### config.mk
export PLATFORM = sky130hd
export DESIGN_NAME = bert_engine
export DESIGN_NICKNAME = d
export VERILOG_FILES = /design/src/rtl/bert_engine.sv
export SDC_FILE = /design/constraint.sdc
export NUM_CORES = 1
export LEC_CHECK = 0
export ABC_AREA = 1
export BUFFER_PORTS_ARGS = -buffer_cell sky130_fd_sc_hd__buf_2
export CAP_MARGIN = 20
export CORE_ASPECT_RATIO = 0.6
export CORE_MARGIN = 4
export CORE_UTILIZATION = 50
export CTS_BUF_LIST = sky130_fd_sc_hd__clkbuf_4 sky130_fd_sc_hd__clkbuf_8
export DETAILED_ROUTE_END_ITERATION = 7
export PLACE_DENSITY = 0.66
export SKIP_CTS_REPAIR_TIMING = 1
export SLEW_MARGIN = 25
export SYNTH_ARGS = -nofsm -noshare
export SYNTH_HDL_FRONTEND = slang
export SYNTH_SLANG_ARGS = --single-unit
### constraint.sdc
create_clock -name clk -period 3.7 [get_ports clk]
set_input_delay 0 -clock clk [delete_from_list [all_inputs] [get_ports clk]]
set_output_delay 0 -clock clk [all_outputs]
set_load 0.03 [all_outputs]
### src/rtl/bert_engine.sv
module bert_engine #(
  parameter int W  = 48,
  parameter int DW = 8
) (
  input  logic          clk,
  input  logic          rst_n,
  input  logic          cfg_we,
  input  logic [22:0]   cfg_seed,
  input  logic [DW-1:0] cfg_skip,
  input  logic [2:0]    cfg_lim_en,
  input  logic [W-1:0]  cfg_bit_lim,
  input  logic [W-1:0]  cfg_err_lim,
  input  logic [W-1:0]  cfg_cyc_lim,
  input  logic          start,
  input  logic          tx_ready,
  output logic          tx_bit,
  input  logic          rx_valid,
  input  logic          rx_bit,
  output logic [W-1:0]  bit_cnt,
  output logic [W-1:0]  err_cnt,
  output logic          busy,
  output logic          done,
  output logic [2:0]    stop_why
);
  localparam logic [W-1:0] TOP = '1;

  function automatic logic [22:0] lfsr_step(input logic [22:0] s);
    return {s[21:0], s[22] ^ s[17]};
  endfunction

  function automatic logic [W-1:0] sat_inc(input logic [W-1:0] v);
    return (v == TOP) ? v : v + 1'b1;
  endfunction

  logic [22:0]   seed_q, tx_s, rx_s;
  logic [DW-1:0] skip_q, skip_cnt;
  logic [2:0]    en_q;
  logic [W-1:0]  bit_lim_q, err_lim_q, cyc_lim_q, cyc_cnt;

  wire [22:0]  seed_eff = (seed_q == '0) ? 23'd1 : seed_q;
  wire         skipping = skip_cnt < skip_q;
  wire         cmp      = busy & rx_valid & ~skipping;
  wire         miss     = cmp & (rx_bit != rx_s[22]);
  wire [W-1:0] bit_n    = cmp  ? sat_inc(bit_cnt) : bit_cnt;
  wire [W-1:0] err_n    = miss ? sat_inc(err_cnt) : err_cnt;
  wire [W-1:0] cyc_n    = sat_inc(cyc_cnt);
  wire [2:0]   hit      = en_q & {cyc_n >= cyc_lim_q, err_n >= err_lim_q, bit_n >= bit_lim_q};

  assign tx_bit = tx_s[22];

  always_ff @(posedge clk or negedge rst_n) begin
    if (!rst_n) begin
      seed_q    <= '0;
      skip_q    <= '0;
      en_q      <= '0;
      bit_lim_q <= '0;
      err_lim_q <= '0;
      cyc_lim_q <= '0;
    end else if (cfg_we && !busy) begin
      seed_q    <= cfg_seed;
      skip_q    <= cfg_skip;
      en_q      <= cfg_lim_en;
      bit_lim_q <= cfg_bit_lim;
      err_lim_q <= cfg_err_lim;
      cyc_lim_q <= cfg_cyc_lim;
    end
  end

  always_ff @(posedge clk or negedge rst_n) begin
    if (!rst_n)        tx_s <= 23'd1;
    else if (start)    tx_s <= seed_eff;
    else if (tx_ready) tx_s <= lfsr_step(tx_s);
  end

  always_ff @(posedge clk or negedge rst_n) begin
    if (!rst_n) begin
      rx_s     <= 23'd1;
      skip_cnt <= '0;
      bit_cnt  <= '0;
      err_cnt  <= '0;
      cyc_cnt  <= '0;
      busy     <= 1'b0;
      done     <= 1'b0;
      stop_why <= '0;
    end else if (start) begin
      rx_s     <= seed_eff;
      skip_cnt <= '0;
      bit_cnt  <= '0;
      err_cnt  <= '0;
      cyc_cnt  <= '0;
      busy     <= 1'b1;
      done     <= 1'b0;
      stop_why <= '0;
    end else if (busy) begin
      bit_cnt <= bit_n;
      err_cnt <= err_n;
      cyc_cnt <= cyc_n;
      if (rx_valid && skipping) skip_cnt <= skip_cnt + 1'b1;
      if (cmp) rx_s <= lfsr_step(rx_s);
      if (|hit) begin
        busy     <= 1'b0;
        done     <= 1'b1;
        stop_why <= hit;
      end
    end
  end
endmodule

==> results by stage <==
Route:
- The number of detailed-route iterations in the first pass is 6.
- The routed design has 80.0 mm of wire.
- The number of nets with antenna violations after routing is 0.
- The post-detailed-route DRC marker count is 0.
- The via density per instance is 5.23.
- The detailed router finished its first iteration with 1957 violations.
- After detailed routing, the average wire length per cell comes to 18.0 µm.
- The routed via count is 23309.

Logic synthesis:
- During synthesis, Yosys emitted a total of 0 warnings.
- The post-synthesis sequential area ratio is 40.8%.
- Synthesis inferred 381 register bits.
- The number of distinct library cell variants in the gate-level netlist after synthesis is 47.
- The number of nets handed over by synthesis was 3451.
- Synthesis produced 3111 cells.
- In this run the mean area of a mapped cell was 7.51 µm².
- The netlist area before placement is 23400 µm².

Pwr:
- The total power is 9250 µW.
- VDD sags by at most 0.291 mV.
- For this design the static power due to leakage is 0.0169 µW.
- For this design the ratio of total power to cell area is 299 nW/µm².

Timing:
- The transition time at the pin with the least slew margin is 1.03 ns.
- The clock skew is 0.0452 ns.
- The total negative slack is -0.305 ns.
- The number of failing hold endpoints at the final stage was 0.
- The minimum setup slack in the final design is -0.0990 ns.
- The tightest slew margin relative to the limit is 31.4%.
- Setup violations remaining at the end of the flow were counted as 5.
- Timing would allow up to 0.263 GHz.
- Setup repair after global routing could not meet its margin everywhere.
- The final-report max-slew violation count is 0.
- The share of the clock period used by the worst path is 103%.
- The routed design could run at a clock period as short as 3.80 ns.

Critical path:
- The cell family contributing the most delay on the critical path is simple AND/OR/NAND/NOR gates.
- The largest single stage delay on the critical path is 0.36 ns.
- The worst setup path is of the flop to flop kind.
- The most numerous cell type found on the critical path is sky130_fd_sc_hd__nand2_2.
- The largest individual stage delay along the critical path comes from the cell sky130_fd_sc_hd__dfrtp_1.
- The data required time of the critical path is 4.21 ns.
- In this run the worst setup path begins at skip_q[3]$_DFFE_PN0P_.
- The worst setup path is launched from a flop.
- The cell count of the worst reg-to-reg path is 26.
- The largest fanout of any net on the critical path is 6.
- The capturing element type of the critical path is a flop.
- The endpoint arrival time on the critical path is 4.31 ns.
- The terminus of the critical flop-to-flop path is stop_why[0]$_DFFE_PN0P_.
- The worst path buffer plus inverter count is 5.
- The startpoint identified for the worst register-to-register timing path is skip_q[3]$_DFFE_PN0P_.
- The worst-case register-to-register setup slack is -0.1 ns.

Job:
- The max-capacitance violation count is 0.

Global route:
- The number of global-route vias before repair is 21648.
- The initial antenna violation count was 0.
- For this run the aggregate overflow at the end of global routing stands at 0.
- The global routing usage summed across all routing layers is 29.4%.
- Entering global routing, the biggest net connects 100 pins.
- The first global-routing pass estimated 118 mm of wire.

Run status:
- The flow ran to the end, but the final reports show violations.
- The checks that failed: setup timing.

CTS:
- The tree is rooted in a sky130_fd_sc_hd__clkbuf_8.
- TritonCTS built the clock tree.
- Clock tree synthesis found a total of 381 sinks.
- Clock-pin slew was measured on the worst setup and hold paths at 0.07 ns.
- The clock tree synthesis step divided the H-tree into 2 levels.
- The clock network latency to the later pin of the worst-skew pair is 0.66 ns.
- The maximum root-to-sink buffer count is 3.
- The number of buffers created by CTS is 58.

Layout:
- The number of fill cells in the layout is 3986.
- The diode insertion count for antenna repair is 0.
- The final layout contains 4125 nets.
- The final non-filler cell total is 4454.
- The top cell types in the final layout, fill and taps aside, are 629 x sky130_fd_sc_hd__nand2_1, 486 x sky130_fd_sc_hd__nor2_1, 407 x sky130_fd_sc_hd__inv_1.
- In the final layout, the share of cells above drive strength 1 is 21.3%.
- The area growth from synthesis to layout is 32.5%.
- The most frequent standard cell in the layout excluding fill and tap cells is sky130_fd_sc_hd__nand2_1.

Die:
- The die covers 50400 µm².
- The floorplan step set the die height to 175 µm.
- The core region is 46300 µm².
- The initial utilization of the core area, before any placement, comes to 50.5%.
- Row generation in the floorplan step produced 61 rows.
- The floorplan step set the die width to 287 µm.
- Pin placement for this block handled 287 I/O pins.

Hold path:
- The number of cells on the worst hold path is 4.
- The type of the tightest min-delay check is input port to flop.
- The endpoint of the worst hold-timing path is skip_q[3]$_DFFE_PN0P_.
- The startpoint identified for the worst hold timing path is cfg_we.

Place:
- At the end of routability-driven placement, the weighted congestion stood at 1.02.
- The total placed cells including tap cells is 4157.
- Summed over all nets, the half-perimeter wirelength after detailed placement is 58.5 mm.
- The total of buffers placed on input and output ports is 286.
- The setup slack at placement is -0.389 ns.
-- cell type report --
cell class                      instances  area, µm²  share of cell area, %
Multi-Input combinational cell       2202      12400                   40.0
Tap cell                              630        788                   2.55
Timing Repair Buffer                  721       5480                   17.7
Inverter                              421       1590                   5.13
Clock buffer                           87       1070                   3.46
Sequential cell                       381       9540                   30.8
Clock inverter                         12        108                  0.347
-- worst min-delay path, stage by stage --
cell and delay, ns:
sky130_fd_sc_hd__buf_2 0.10, sky130_fd_sc_hd__nand2_4 0.28, sky130_fd_sc_hd__nor2_1 0.18, sky130_fd_sc_hd__a21oi_1 0.04
-- cells by family (layout without fill, tap and decap cells) --
group                      after synthesis  in the layout  synth area share [%]
and+or+nand+nor                       1442           1442                  25.6
muxes                                   30             30                  1.44
adders and majority gates              155            155                  8.30
DFF                                    381            381                  40.8
xor gates and xnor gates               140            140                  5.25
buffers and inverters                  528           1241                  8.65
AOI/OAI and AO/OA                      435            435                  9.93
-- cells in the mapped netlist (all sizes together) --
| cell type | number | area share [%] |
|---|---|---|
| and3 | 1 | 0.027 |
| and2 | 1 | 0.027 |
| a21boi | 1 | 0.032 |
| inv | 418 | 6.7 |
| dfstp | 2 | 0.22 |
| a211oi | 1 | 0.032 |
| nand3 | 116 | 2.5 |
| ha | 155 | 8.3 |
| o31ai | 1 | 0.032 |
| nand2 | 654 | 11 |
| a22o | 11 | 0.41 |
| a21oi | 240 | 5.2 |
| nor3b | 1 | 0.032 |
| or2 | 15 | 0.40 |
| mux2 | 29 | 1.4 |
| xnor2 | 10 | 0.37 |
| a21o | 2 | 0.064 |
| nand4 | 46 | 1.2 |
| dfrtp | 379 | 41 |
| o21ai | 132 | 2.8 |
| nand3b | 6 | 0.19 |
| mux2i | 1 | 0.043 |
| nor2 | 504 | 8.2 |
| o21a | 9 | 0.29 |
| o21bai | 3 | 0.096 |
| nor4 | 21 | 0.56 |
| a31oi | 33 | 0.88 |
| buf | 20 | 0.48 |
| clkinv | 3 | 0.048 |
| nor3 | 77 | 1.9 |
| o22ai | 2 | 0.054 |
| xor2 | 130 | 4.9 |
| clkbuf | 87 | 1.4 |
-- stage by stage --
step	utilization (%)	instance area, µm²	hold WS, ns
after floorplan	-	23400	-0.296
after global placement	58.6	27100	0.00167
after detailed placement	58.6	27100	0.00978
after CTS	61.1	28300	-0.707
after global routing	67.0	31000	0.0371
final	67.0	31000	0.0140
-- state kept, by name, summed over array words and instances (netlist names) --
signal / count
skip_q: 8
bit_cnt: 48
cyc_cnt: 48
done: 1
err_lim_q: 48
stop_why: 3
skip_cnt: 8
busy: 1
bit_lim_q: 48
seed_q: 23
err_cnt: 48
tx_s: 23
rx_s: 23
cyc_lim_q: 48
en_q: 3
-- how the worst max path moves through the flow --
stage	to	slack, ns	cells past startpoint
after global routing	stop_why[1]$_DFFE_PN0P_	-0.25	26
after detailed placement	stop_why[1]$_DFFE_PN0P_	-0.39	23
after CTS	stop_why[1]$_DFFE_PN0P_	-0.44	23
final	stop_why[0]$_DFFE_PN0P_	-0.1	26
after global placement	stop_why[0]$_DFFE_PN0P_	-0.32	23
after floorplan	done$_DFFE_PN0P_	0.23	24
-- metal layers --
metal	vias to the layer above	GRT usage, %	share of wire (%)
li1	11276	-	-
met1	11109	44.3	47
met2	795	44.4	44
met3	129	4.98	6.8
met4	0	6.76	2.4
met5	-	0	0
-- power breakdown --
part           leakage [µW]  switching [µW]  total, µW  internal, µW
sequential          0.00459             109       4520          4410
clock              0.000632            1780       3700          1920
combinational        0.0117             557       1020           467
Note: power is estimated with default switching activity, not from simulation.
